[src/rtl/pm_evt_pkg.sv]
// Package: shared constants for the power-management event status block.
// Assumes a 16-bit register; bit positions are fixed because software decodes them.
package pm_evt_pkg;
    localparam int REG_W = 16;

    // Reset domain of a storage bit.
    typedef enum logic [1:0] {
        DOM_CORE   = 2'd0,   // lost on hard, resume or battery reset
        DOM_RESUME = 2'd1,   // lost on resume or battery reset
        DOM_RTC    = 2'd2    // lost on battery reset only
    } dom_e;

    localparam int B_TMR = 0;
    localparam int B_GLB = 5;
    localparam int B_BTN = 8;
    localparam int B_RTC = 10;
    localparam int B_OVR = 11;
    localparam int B_WAK = 15;

    localparam logic [REG_W-1:0] STS_MASK  = 16'h8D21;
    localparam logic [REG_W-1:0] EN_MASK   = 16'h0521;
    localparam logic [REG_W-1:0] WAKE_SRC  = 16'h0500;
    localparam logic [REG_W-1:0] SCI_SRC   = 16'h0521;
    localparam logic [REG_W-1:0] SMI_SRC   = 16'h0501;

    // Domain of bit position b: low byte core, override bit battery, rest resume.
    function automatic dom_e bit_domain(input int b);
        if (b == B_OVR)
            return DOM_RTC;
        else if (b < 8)
            return DOM_CORE;
        else
            return DOM_RESUME;
    endfunction
endpackage

[src/rtl/pm_reg_bit.sv]
// Module: one storage bit of the status or enable register.
// W1C=1: hardware set, software write-1 clear, set wins a collision.
// W1C=0: plain read/write bit loaded on wr.
// Assumes the domain resets arrive already combined (outer resets folded in).
module pm_reg_bit #(
    parameter pm_evt_pkg::dom_e DOMAIN = pm_evt_pkg::DOM_CORE,
    parameter bit W1C = 1'b1
) (
    input  logic clk,
    input  logic rst_core_n,
    input  logic rst_resume_n,
    input  logic rst_rtc_n,
    input  logic set,
    input  logic wr,
    input  logic wdata,
    output logic q
);
    logic dom_rst_n;
    logic unused_set;

    // Pick the reset that owns this bit.
    always_comb begin
        case (DOMAIN)
            pm_evt_pkg::DOM_CORE:   dom_rst_n = rst_core_n;
            pm_evt_pkg::DOM_RESUME: dom_rst_n = rst_resume_n;
            default:                dom_rst_n = rst_rtc_n;
        endcase
    end

    assign unused_set = set;

    // Bit storage with domain reset.
    always_ff @(posedge clk) begin
        if (!dom_rst_n)
            q <= 1'b0;
        else if (W1C)
            q <= set | (q & ~(wr & wdata));
        else if (wr)
            q <= wdata;
    end
endmodule

[src/rtl/pm_evt_route.sv]
// Module: routes enabled flags to wake, SCI or SMI# requests.
// Purely combinational; inputs are register outputs, so requests are glitch-free per cycle.
module pm_evt_route #(
    parameter int W = pm_evt_pkg::REG_W
) (
    input  logic [W-1:0] sts,
    input  logic [W-1:0] en,
    input  logic         sleeping,
    input  logic         sci_en,
    output logic         wake_req,
    output logic         wake_set,
    output logic         sci_req,
    output logic         smi_req
);
    import pm_evt_pkg::*;

    logic [W-1:0] armed;
    logic         wake_hit;
    logic         sci_hit;
    logic         smi_hit;

    // Flags that are both pending and enabled, filtered per destination.
    always_comb begin
        armed    = sts & en;
        wake_hit = |(armed & WAKE_SRC[W-1:0]);
        sci_hit  = |(armed & SCI_SRC[W-1:0]);
        smi_hit  = |(armed & SMI_SRC[W-1:0]);
    end

    // Wake only in sleep; interrupts only in the working state.
    always_comb begin
        wake_req = sleeping & wake_hit;
        wake_set = wake_req;
        sci_req  = ~sleeping & sci_en & sci_hit;
        smi_req  = ~sleeping & ~sci_en & smi_hit;
    end
endmodule

[src/rtl/pm_evt_status.sv]
// Module: power-management event status and enable registers with request routing.
// Assumes resets are synchronous, active low, and that outer wells reset inner ones.
module pm_evt_status (
    input  logic        clk,
    input  logic        hard_rst_n,
    input  logic        resume_rst_n,
    input  logic        rtc_rst_n,
    input  logic        sts_wr_en,
    input  logic [15:0] sts_wr_data,
    input  logic        en_wr_en,
    input  logic [15:0] en_wr_data,
    input  logic        evt_tmr,
    input  logic        evt_glb,
    input  logic        evt_btn,
    input  logic        evt_rtc,
    input  logic        evt_ovr_hold,
    input  logic        evt_ovr_msg,
    input  logic        sleeping,
    input  logic        sci_en,
    output logic [15:0] sts_rd,
    output logic [15:0] en_rd,
    output logic        wake_req,
    output logic        sci_req,
    output logic        smi_req
);
    import pm_evt_pkg::*;

    localparam int W = REG_W;

    logic         rst_core_n;
    logic         rst_resume_n;
    logic         rst_rtc_n;
    logic [W-1:0] hw_set;
    logic         wake_set;
    logic         unused_bits;

    // Fold outer-well resets into inner domains.
    always_comb begin
        rst_rtc_n    = rtc_rst_n;
        rst_resume_n = resume_rst_n & rtc_rst_n;
        rst_core_n   = hard_rst_n & resume_rst_n & rtc_rst_n;
    end

    // Map event inputs onto status positions.
    always_comb begin
        hw_set        = '0;
        hw_set[B_TMR] = evt_tmr;
        hw_set[B_GLB] = evt_glb;
        hw_set[B_BTN] = evt_btn;
        hw_set[B_RTC] = evt_rtc;
        hw_set[B_OVR] = evt_ovr_hold | evt_ovr_msg;
        hw_set[B_WAK] = wake_set;
    end

    assign unused_bits = ^{sts_wr_data & ~STS_MASK, en_wr_data & ~EN_MASK, hw_set & ~STS_MASK};

    for (genvar i = 0; i < W; i++) begin : g_bit
        if (STS_MASK[i]) begin : g_sts
            pm_reg_bit #(.DOMAIN(bit_domain(i)), .W1C(1'b1)) u_sts (
                .clk          (clk),
                .rst_core_n   (rst_core_n),
                .rst_resume_n (rst_resume_n),
                .rst_rtc_n    (rst_rtc_n),
                .set          (hw_set[i]),
                .wr           (sts_wr_en),
                .wdata        (sts_wr_data[i]),
                .q            (sts_rd[i])
            );
        end else begin : g_sts_rsvd
            assign sts_rd[i] = 1'b0;
        end

        if (EN_MASK[i]) begin : g_en
            pm_reg_bit #(.DOMAIN(bit_domain(i)), .W1C(1'b0)) u_en (
                .clk          (clk),
                .rst_core_n   (rst_core_n),
                .rst_resume_n (rst_resume_n),
                .rst_rtc_n    (rst_rtc_n),
                .set          (1'b0),
                .wr           (en_wr_en),
                .wdata        (en_wr_data[i]),
                .q            (en_rd[i])
            );
        end else begin : g_en_rsvd
            assign en_rd[i] = 1'b0;
        end
    end

    pm_evt_route #(.W(W)) u_route (
        .sts      (sts_rd),
        .en       (en_rd),
        .sleeping (sleeping),
        .sci_en   (sci_en),
        .wake_req (wake_req),
        .wake_set (wake_set),
        .sci_req  (sci_req),
        .smi_req  (smi_req)
    );
endmodule

[config.mk]
export PLATFORM = sky130hd
export DESIGN_NAME = pm_evt_status
export DESIGN_NICKNAME = d
export VERILOG_FILES = /design/src/rtl/pm_evt_pkg.sv /design/src/rtl/pm_reg_bit.sv /design/src/rtl/pm_evt_route.sv /design/src/rtl/pm_evt_status.sv
export SDC_FILE = /design/constraint.sdc
export NUM_CORES = 1
export LEC_CHECK = 0
export BUFFER_PORTS_ARGS = -buffer_cell sky130_fd_sc_hd__buf_4
export CORE_MARGIN = 8
export CORE_UTILIZATION = 29
export CTS_CLUSTER_DIAMETER = 60
export DETAILED_ROUTE_END_ITERATION = 16
export GPL_TIMING_DRIVEN = 0
export HOLD_SLACK_MARGIN = 0.1
export PLACE_DENSITY = 0.77
export SLEW_MARGIN = 30
export SYNTH_ARGS = -nofsm -noshare
export SYNTH_HDL_FRONTEND = slang
export SYNTH_SLANG_ARGS = --single-unit
[constraint.sdc]
create_clock -name clk -period 0.8 [get_ports clk]
set_input_delay 0.12 -clock clk [delete_from_list [all_inputs] [get_ports clk]]
set_output_delay 0.12 -clock clk [all_outputs]
set_load 0.01 [all_outputs]
==> results by group, run 1 <==
Outcome
  – Outcome: complete, but fails checks
  – Violations in the final reports: negative setup slack

Floorplanning
  – Overall die area: 4125 um2
  – Initial core utilization: 30.49%
  – Top Ports: 81
  – Die Height: 64.23 um
  – Horizontal die dimension: 64.23 um
  – # rows: 17
  – CORE AREA: 2212 um2

Cells and area
  – Layout Nets: 185
  – Number of fill cells: 224
  – Growth of design area from synthesis to finish: 81.08%
  – ANT cells: 0
  – Core utilization of the finished layout: 55.20%
  – Layout cell share with drive strength beyond 1: 66.67%
  – Post-route cell area: 1221 um2

Clocking
  – TritonCTS clock tree: yes
  – Cts-stage hold buffer count: 3
  – Number of buffers created by CTS: 3
  – Later-pin clock latency in the skew report: 260 ps
  – Sinks on Clock Net: 10
  – Clock root cell: sky130_fd_sc_hd__clkbuf_4
  – Reg clk slew, reported paths: 70 ps
  – CTS Buffer Depth: 2
  – Total number of H-tree levels: 1

STA
  – Max Clock Skew: 2.489 ps
  – Pins over their slew limit: 0
  – Final Setup Violations: 15
  – Unrepaired setup endpoints after global routing: true
  – Clock period minus worst slack: 1287 ps
  – Achievable frequency: 777.0 MHz
  – Total count of hold-check failures in the final report: 0
  – Post-layout worst setup margin: -487.0 ps
  – Final clock period utilization by the worst path: 160.9%
  – Final-layout setup total negative slack: -2962 ps

Global routing
  – Residual overflow from global routing: 0
  – Pin count of the biggest net entering global routing: 7
  – Initial antenna violation count: 0
  – Grt met3 use: 8.188%
  – Vias in the first global route: 692
  – Global-route wire length before repair: 3325 um
  – Met1 Use GR: 8.665%
  – Overall fraction of global-route tracks in use: 10.06%
  – Global-route layer with the greatest usage: met2
  – Met2 GRT Util: 17.69%

Detailed routing
  – Detailed-route DRC error count: 0
  – Total wire length after detailed routing: 1948 um
  – Via count: 642
  – DR vias/cell: 3.867
  – Pre-Repair DR Iteration Count: 2
  – Final ANT Viol Nets: 0
  – Starting DRT DRC Count: 2
  – Average wire length per cell after detail routing: 11.73 um

Logic synthesis
  – Yosys top cell by area: sky130_fd_sc_hd__buf_4
  – Count of distinct cell types in the synthesized netlist: 22
  – Most common cell in the netlist: sky130_fd_sc_hd__buf_4
  – Complex-gate fraction of the synthesized area: 19.48%
  – Fraction of synthesized cell area taken by the top area cell type: 35.62%
  – Combinational family with the most area after synthesis: buffers and inverters
  – Number of enable flip-flop cells after synthesis: 0
  – Mux contribution to synthesized area: 5.937%
  – Synthesized area: 674.4 um2
  – Share of the yosys chip area belonging to registers: 29.68%
  – Number of synthesis warnings: 0
  – Primary flip-flop cell chosen by synthesis mapping: sky130_fd_sc_hd__dfxtp_1
  – Fraction of the mapped netlist area in adder cells: 0%
  – Simple-gate area share of the yosys netlist: 7.421%
  – Most frequent cells after synthesis: sky130_fd_sc_hd__buf_4, sky130_fd_sc_hd__dfxtp_1, sky130_fd_sc_hd__a21boi_0, sky130_fd_sc_hd__mux2i_1, sky130_fd_sc_hd__nor2_1
  – Async set-or-reset flop fraction in the synthesized netlist: 0%
  – Number of standard cells after synthesis: 74
  – Per-instance average area after synthesis: 9.113 um2
  – Synthesis-stage register bit count: 10
  – Area contributors post-synth: sky130_fd_sc_hd__buf_4, sky130_fd_sc_hd__dfxtp_1, sky130_fd_sc_hd__mux2i_1, sky130_fd_sc_hd__a21boi_0, sky130_fd_sc_hd__o21ba_1
  – Parity-gate share of the synthesized area counting xor and xnor cells: 0%

Worst hold path
  – Worst hold endpoint: g_bit[10].g_sts.u_sts.q
  – Class of the tightest hold or removal check: primary input to flop
  – Hold_sp: evt_rtc
  – Cells on Worst Hold Path: 2

Power
  – Total power: 1.366 mW
  – Power per cell area: 1119 nW/um2
  – Leak Pwr: 0.6630 nW
  – Worst-case vdd ir drop: 795.3 uV

Worst setup path
  – Setup slack of the worst register-to-register path: -140 ps
  – CP Data Arrival Time: 1170 ps
  – Category of cells accounting for the largest share of critical-path delay: compound AO/OA/AOI/OAI gates
  – Logic depth of the worst register-to-register path: 3
  – Worst Path Class, Setup: flop to output pin
  – Required @ worst endpoint: 680 ps
  – Worst Path Buf+Inv: 1
  – Critical path endpoint category: output pin
  – Capture point of the worst reg-to-reg path: g_bit[15].g_sts.u_sts.q
  – Cell breakdown of the critical path: a22oi_2 > a311oi_2 > buf_4
  – Largest fanout on the critical path: 4
  – CP peak stage delay: 330 ps
  – Kind of start point of the critical path: flop
  – Standard cell with the maximum stage delay on the critical path: sky130_fd_sc_hd__dfxtp_2
  – Critical R2R Launch: g_bit[8].g_sts.u_sts.q

Placed design
  – Global placer's final weighted congestion: 0.6907
  – Port bufs: 35
  – Detail Placement HPWL: 1636 um
  – Instance area at placement: 1064 um2

Flow run
  – Max capacitance violation total: 0
## worst max path at each step
stage / start / endpoint / slack (ps) / depth (start not counted)
5_1_grt: g_bit[8].g_sts.u_sts.q / sci_req / -550 / 3
3_5_place_dp: g_bit[8].g_en.u_en.q / sci_req / -240 / 3
4_1_cts: g_bit[8].g_sts.u_sts.q / sci_req / -500 / 3
2_1_floorplan: g_bit[8].g_en.u_en.q / sci_req / -40 / 2
6_report: g_bit[8].g_sts.u_sts.q / sci_req / -490 / 3
3_3_place_gp: g_bit[8].g_en.u_en.q / sci_req / -240 / 3
## power breakdown
group / internal [mW] / switching, mW
combinational: 0.240 / 0.144
clock: 0.276 / 0.174
sequential: 0.518 / 0.0143
## sequential cells by signal, indices dropped and copies added, names as in the netlist
register / cells
g_bit.g_sts.u_sts.q: 6
g_bit.g_en.u_en.q: 4
## cells by family (layout without fill, tap and decap cells)
family	count (synthesis)	in the layout
AOI/OAI and AO/OA	15	15
DFF	10	10
and+or+nand+nor	10	10
buffers and inverters	34	77
muxes	4	4
other	1	22
## per-stage QoR
step | setup slack, ps | instances | hold slack, ps
4_1_cts | -500.8 | 166 | 72.70
6_report | -487.0 | 166 | 80.55
3_3_place_gp | -239.7 | 158 | 337.2
5_1_grt | -549.9 | 166 | 61.70
3_5_place_dp | -241.0 | 158 | 342.9
2_1_floorplan | -43.96 | 95 | 247.9
## layer usage
metal	vias to the layer above	share of wire, %
met5	-	0
met4	0	0
met3	0	16
met2	39	51
met1	284	33
li1	319	-
## area by class of cell
type / count / area (um2) / area share, %
multi-input cells: 51 / 321.6 / 26.33
inverters: 1 / 3.754 / 0.3074
flip-flops and latches: 10 / 212.7 / 17.42
plain buffers: 30 / 241.5 / 19.77
well taps: 28 / 35.03 / 2.869
repair buffers: 42 / 370.4 / 30.33
clock buffers: 4 / 36.28 / 2.971
## repair_timing
action | 4_1_cts | 5_1_grt
setup buffers | 3 | 1
gates resized for setup | 27 | 4
endpoints found under the hold margin | 9 | 3
setup endpoints to repair | 15 | 18
pin swaps | 2 | 1
## layout by cell type, fill, tap and decap left out
cell type,instances
sky130_fd_sc_hd__nand2_2,1
sky130_fd_sc_hd__o22ai_2,1
sky130_fd_sc_hd__buf_6,17
sky130_fd_sc_hd__conb_1,22
sky130_fd_sc_hd__a311oi_2,1
sky130_fd_sc_hd__nand3_2,1
sky130_fd_sc_hd__o21ba_1,2
sky130_fd_sc_hd__dfxtp_2,10
sky130_fd_sc_hd__nor2b_1,1
sky130_fd_sc_hd__buf_4,51
sky130_fd_sc_hd__a211oi_2,1
sky130_fd_sc_hd__inv_1,1
sky130_fd_sc_hd__nand2_1,2
sky130_fd_sc_hd__clkbuf_8,1
sky130_fd_sc_hd__mux2i_1,4
sky130_fd_sc_hd__a21bo_2,1
sky130_fd_sc_hd__nor2_1,4
sky130_fd_sc_hd__dlygate4sd3_1,2
sky130_fd_sc_hd__nand3_1,1
sky130_fd_sc_hd__clkbuf_4,3
sky130_fd_sc_hd__dlymetal6s4s_1,1
sky130_fd_sc_hd__clkbuf_2,1
sky130_fd_sc_hd__a21boi_0,2
sky130_fd_sc_hd__o31a_1,1
sky130_fd_sc_hd__a22oi_2,1
sky130_fd_sc_hd__a21boi_1,3
sky130_fd_sc_hd__o21ba_2,2
Power figures use the tool's default switching activity.
==> run 2, diff against run 1 <==
--- a/config.mk
+++ b/config.mk
@@ -11,9 +11,10 @@
 export CTS_CLUSTER_DIAMETER = 60
 export DETAILED_ROUTE_END_ITERATION = 16
 export GPL_TIMING_DRIVEN = 0
-export HOLD_SLACK_MARGIN = 0.1
+export MAX_ROUTING_LAYER = met4
 export PLACE_DENSITY = 0.77
 export SLEW_MARGIN = 30
 export SYNTH_ARGS = -nofsm -noshare
 export SYNTH_HDL_FRONTEND = slang
 export SYNTH_SLANG_ARGS = --single-unit
+export TNS_END_PERCENT = 5
==> results by group, run 2 (synthesis gave the netlist of run 1 again) <==
Outcome
  – Outcome: complete, but fails checks
  – Violations in the final reports: negative setup slack

Clocking
  – TritonCTS clock tree: yes
  – Clock root cell: sky130_fd_sc_hd__clkbuf_4
  – Number of buffers created by CTS: 3
  – Total number of H-tree levels: 1
  – CTS Buffer Depth: 2
  – Later-pin clock latency in the skew report: 260 ps
  – Sinks on Clock Net: 10
  – Reg clk slew, reported paths: 70 ps
  – Cts-stage hold buffer count: 0

Worst setup path
  – Required @ worst endpoint: 680 ps
  – Kind of start point of the critical path: flop
  – Worst Path Class, Setup: flop to output pin
  – Critical path endpoint category: output pin
  – Largest fanout on the critical path: 4
  – CP Data Arrival Time: 1160 ps

Placed design
  – Instance area at placement: 1064 um2
  – Global placer's final weighted congestion: 0.6980
  – Port bufs: 35
  – Total instance count after detailed placement: 158
  – Detail Placement HPWL: 1636 um

STA
  – Final Setup Violations: 15
  – Clock period minus worst slack: 1282 ps
  – Pins over their slew limit: 0
  – Achievable frequency: 780.1 MHz
  – Final-layout setup total negative slack: -3050 ps
  – Post-layout worst setup margin: -481.9 ps
  – Unrepaired setup endpoints after global routing: true
  – Final clock period utilization by the worst path: 160.2%
  – Max Clock Skew: 2.618 ps
  – Total count of hold-check failures in the final report: 0

Cells and area
  – ANT cells: 0
  – Layout cell share with drive strength beyond 1: 67.65%
  – Post-route cell area: 1191 um2
  – Largest registers: g_bit.g_sts.u_sts.q (6), g_bit.g_en.u_en.q (4)
  – Leading cell type in the layout, fill and taps excluded: sky130_fd_sc_hd__buf_4
  – Final non-filler cell total: 164
  – Most used cells in the layout excluding fill and tap cells: sky130_fd_sc_hd__buf_4, sky130_fd_sc_hd__conb_1, sky130_fd_sc_hd__buf_6, sky130_fd_sc_hd__dfxtp_2
  – Growth of design area from synthesis to finish: 76.62%
  – Flip-flop count of the largest register, all copies and words added: 6
  – Core utilization of the finished layout: 53.85%
  – Register containing the most flip-flops in the final layout: g_bit.g_sts.u_sts.q
  – Layout Nets: 183

Floorplanning
  – Initial core utilization: 30.49%
  – # rows: 17
  – Top Ports: 81
  – CORE AREA: 2212 um2
  – Horizontal die dimension: 64.23 um
  – Overall die area: 4125 um2
  – Die Height: 64.23 um

Power
  – Leak Pwr: 0.6457 nW
  – Worst-case vdd ir drop: 786.2 uV
  – Power per cell area: 1139 nW/um2

Global routing
  – Pin count of the biggest net entering global routing: 7
  – Vias in the first global route: 689
  – Initial antenna violation count: 0
  – Residual overflow from global routing: 0
  – Global-route wire length before repair: 3125 um
  – Overall fraction of global-route tracks in use: 9.810%

Detailed routing
  – Pre-Repair DR Iteration Count: 2
  – DR vias/cell: 3.805
  – Total wire length after detailed routing: 1880 um
  – Starting DRT DRC Count: 5
  – Average wire length per cell after detail routing: 11.46 um
  – Via count: 624
  – Final ANT Viol Nets: 0
  – Detailed-route DRC error count: 0

Flow run
  – Max capacitance violation total: 0

Worst hold path
  – Class of the tightest hold or removal check: primary input to flop
run 2: cell count changes in the layout (fill, tap and decap cells not counted):
cell and delta:
sky130_fd_sc_hd__dlygate4sd3_1 -2, sky130_fd_sc_hd__dlymetal6s4s_1 -1, sky130_fd_sc_hd__buf_4 +2, sky130_fd_sc_hd__dfxtp_2 -1, sky130_fd_sc_hd__dfxtp_1 +1, sky130_fd_sc_hd__buf_6 -1
run 2: per-stage QoR:
stage	setup slack (ps)	power (mW)	hold slack, ps
4_1_cts	-500.8	1.368	63.20
5_1_grt	-545.0	1.441	59.58
2_1_floorplan	-43.96	0.7411	247.9
3_3_place_gp	-239.7	0.8691	337.2
3_5_place_dp	-241.0	0.8766	342.9
6_report	-481.9	1.356	70.72
run 2: critical path, cell delays in order (launching register included):
cell and delay (ps):
sky130_fd_sc_hd__dfxtp_2 330, sky130_fd_sc_hd__a22oi_2 280, sky130_fd_sc_hd__a311oi_2 140, sky130_fd_sc_hd__buf_4 160
run 2: area by class of cell:
type	count	area (um2)
Buffer	33	271.5
Clock buffer	4	36.28
Fill cell	222	1021
Inverter	1	3.754
Multi-Input combinational cell	51	321.6
Sequential cell	10	211.5
Tap cell	28	35.03
Timing Repair Buffer	37	311.5
run 2: final timing paths:
| kind | startpoint | end | slack, ps | cells after the start |
|---|---|---|---|---|
| setup reg to reg | g_bit[8].g_sts.u_sts.q | g_bit[15].g_sts.u_sts.q | -130 | 3 |
| setup / recovery | g_bit[8].g_sts.u_sts.q | sci_req | -480 | 3 |
| hold reg to reg | g_bit[8].g_en.u_en.q | g_bit[8].g_en.u_en.q | 510 | 2 |
| hold / removal | evt_tmr | g_bit[0].g_sts.u_sts.q | 70 | 2 |
run 2: power breakdown:
part | total (mW) | switching [mW] | internal (mW)
clock | 0.454 | 0.178 | 0.276
sequential | 0.532 | 0.0143 | 0.518
combinational | 0.370 | 0.141 | 0.229
total | 1.36 | 0.333 | 1.02
run 2: repair_timing:
| action | 4_1_cts | 5_1_grt |
|---|---|---|
| endpoints found under the setup margin | 15 | 17 |
| setup buffers | 2 | 0 |
| pin swaps | 2 | 0 |
| resized for setup | 24 | 3 |
| hold endpoints to repair | 0 | 0 |
run 2: metal layers:
metal	vias to the layer above	track usage, %	wire length, um
met5	-	-	0
met4	0	2.452	0
met3	0	6.620	264
met2	39	16.94	917
met1	270	8.665	698
li1	315	-	-
==> run 3, diff against run 2 <==
--- a/config.mk
+++ b/config.mk
@@ -13,6 +13,7 @@
 export GPL_TIMING_DRIVEN = 0
 export MAX_ROUTING_LAYER = met4
 export PLACE_DENSITY = 0.77
+export RECOVER_POWER = 50
 export SLEW_MARGIN = 30
 export SYNTH_ARGS = -nofsm -noshare
 export SYNTH_HDL_FRONTEND = slang
==> results by group, run 3 (synthesis gave the netlist of run 1 again) <==
Outcome
  – Outcome: complete, but fails checks
  – Violations in the final reports: negative setup slack

Global routing
  – Initial antenna violation count: 0
  – Overall fraction of global-route tracks in use: 9.810%
  – Pin count of the biggest net entering global routing: 7
  – Global-route wire length before repair: 3125 um
  – Residual overflow from global routing: 0
  – Vias in the first global route: 689

Power
  – Leak Pwr: 0.6452 nW
  – Switching pwr: 333.1 uW
  – Total power: 1.356 mW
  – Fraction of power consumed by the clock network: 33.5%
  – Power per cell area: 1140 nW/um2
  – Logic pwr share: 27.3%
  – Fraction of power consumed by sequential logic: 39.2%
  – Worst-case vdd ir drop: 786.2 uV
  – Int Power: 1.023 mW
  – Net Sw Frac: 24.57%

STA
  – Max Clock Skew: 2.618 ps
  – Pins over their slew limit: 0
  – Final-layout setup total negative slack: -3077 ps
  – Total count of hold-check failures in the final report: 0
  – Achievable frequency: 780.1 MHz
  – Final clock period utilization by the worst path: 160.2%
  – Unrepaired setup endpoints after global routing: true
  – Post-layout worst setup margin: -481.9 ps
  – Clock period minus worst slack: 1282 ps
  – Final Setup Violations: 15

Floorplanning
  – CORE AREA: 2212 um2
  – Overall die area: 4125 um2
  – Initial core utilization: 30.49%
  – # rows: 17
  – Top Ports: 81
  – Horizontal die dimension: 64.23 um
  – Die Height: 64.23 um

Detailed routing
  – Pre-Repair DR Iteration Count: 2
  – Average wire length per cell after detail routing: 11.46 um
  – Total wire length after detailed routing: 1880 um
  – Detailed-route DRC error count: 0
  – Starting DRT DRC Count: 5
  – Via count: 624
  – Final ANT Viol Nets: 0
  – DR vias/cell: 3.805

Cells and area
  – Most used cells in the layout excluding fill and tap cells: sky130_fd_sc_hd__buf_4, sky130_fd_sc_hd__conb_1, sky130_fd_sc_hd__buf_6, sky130_fd_sc_hd__dfxtp_2
  – Leading cell type in the layout, fill and taps excluded: sky130_fd_sc_hd__buf_4
  – Register containing the most flip-flops in the final layout: g_bit.g_sts.u_sts.q
  – Growth of design area from synthesis to finish: 76.44%
  – ANT cells: 0
  – Layout cell share with drive strength beyond 1: 66.91%
  – Largest registers: g_bit.g_sts.u_sts.q (6), g_bit.g_en.u_en.q (4)
  – Core utilization of the finished layout: 53.79%
  – Flip-flop count of the largest register, all copies and words added: 6
  – Final non-filler cell total: 164
  – Layout Nets: 183

Clocking
  – Later-pin clock latency in the skew report: 260 ps
  – Reg clk slew, reported paths: 70 ps
  – Number of buffers created by CTS: 3
  – Clock root cell: sky130_fd_sc_hd__clkbuf_4
  – CTS Buffer Depth: 2
  – TritonCTS clock tree: yes
  – Sinks on Clock Net: 10
  – Cts-stage hold buffer count: 0
  – Total number of H-tree levels: 1

Worst setup path
  – Logic depth of the worst register-to-register path: 3
  – CP Data Arrival Time: 1160 ps
  – Crit. Startpoint: g_bit[8].g_sts.u_sts.q
  – Required @ worst endpoint: 680 ps
  – Critical path endpoint category: output pin
  – Critical R2R Launch: g_bit[8].g_sts.u_sts.q
  – Kind of start point of the critical path: flop
  – Largest fanout on the critical path: 4
  – Worst Path Class, Setup: flop to output pin

Worst hold path
  – Cells on Worst Hold Path: 2
  – Class of the tightest hold or removal check: primary input to flop
  – Hold_sp: evt_tmr

Placed design
  – Port bufs: 35
  – Total instance count after detailed placement: 158
  – Global placer's final weighted congestion: 0.6980
  – Detail Placement HPWL: 1636 um
  – Pre-CTS worst setup slack: -241.0 ps

Flow run
  – Max capacitance violation total: 0
==> run 3: area by class of cell <==
type / instances / area (um2)
repair buffers: 37 / 311.5
flip-flops and latches: 10 / 210.2
multi-input cells: 51 / 321.6
well taps: 28 / 35.03
clock buffers: 4 / 36.28
fillers: 222 / 1022
inverters: 1 / 3.754
plain buffers: 33 / 271.5
==> run 3: critical path, stage by stage, from the launching register on <==
cell                       delay [ps]
sky130_fd_sc_hd__dfxtp_2          330
sky130_fd_sc_hd__a22oi_2          280
sky130_fd_sc_hd__a311oi_2         140
sky130_fd_sc_hd__buf_4            160
==> run 3: through the flow <==
stage	hold WS, ps	area, um2
after floorplan	247.9	765.7
after global placement	337.2	1064
after global routing	59.58	1190
after CTS	63.20	1185
final	70.72	1190
after detailed placement	342.9	1064
==> run 3: final timing paths <==
kind | end | slack, ps
worst max-delay path | sci_req | -480
worst min-delay path | g_bit[0].g_sts.u_sts.q | 70
worst max register to register | g_bit[15].g_sts.u_sts.q | -130
worst min register to register | g_bit[8].g_en.u_en.q | 510
==> run 3: per-layer routing <==
layer | vias to the layer above | GRT usage, % | share of wire [%] | wire length, um
met2 | 39 | 16.94 | 49 | 917
met5 | - | - | 0 | 0
li1 | 315 | - | - | -
met1 | 270 | 8.665 | 37 | 698
met4 | 0 | 2.452 | 0 | 0
met3 | 0 | 6.620 | 14 | 264
==> run 3: repair_timing <==
item	4_1_cts	5_1_grt
setup endpoints to repair	15	17
endpoints found under the hold margin	0	0
gates resized for setup	24	3
buffers inserted	2	0
pin swaps	2	0
==> run 3: power by group through the flow <==
stage / registers [mW] / logic (mW) / clock network [mW]
after floorplan: 0.535 / 0.206 / 0
after global placement: 0.538 / 0.331 / 0
after detailed placement: 0.539 / 0.338 / 0
after CTS: 0.532 / 0.363 / 0.473
after global routing: 0.534 / 0.406 / 0.501
final: 0.532 / 0.370 / 0.454
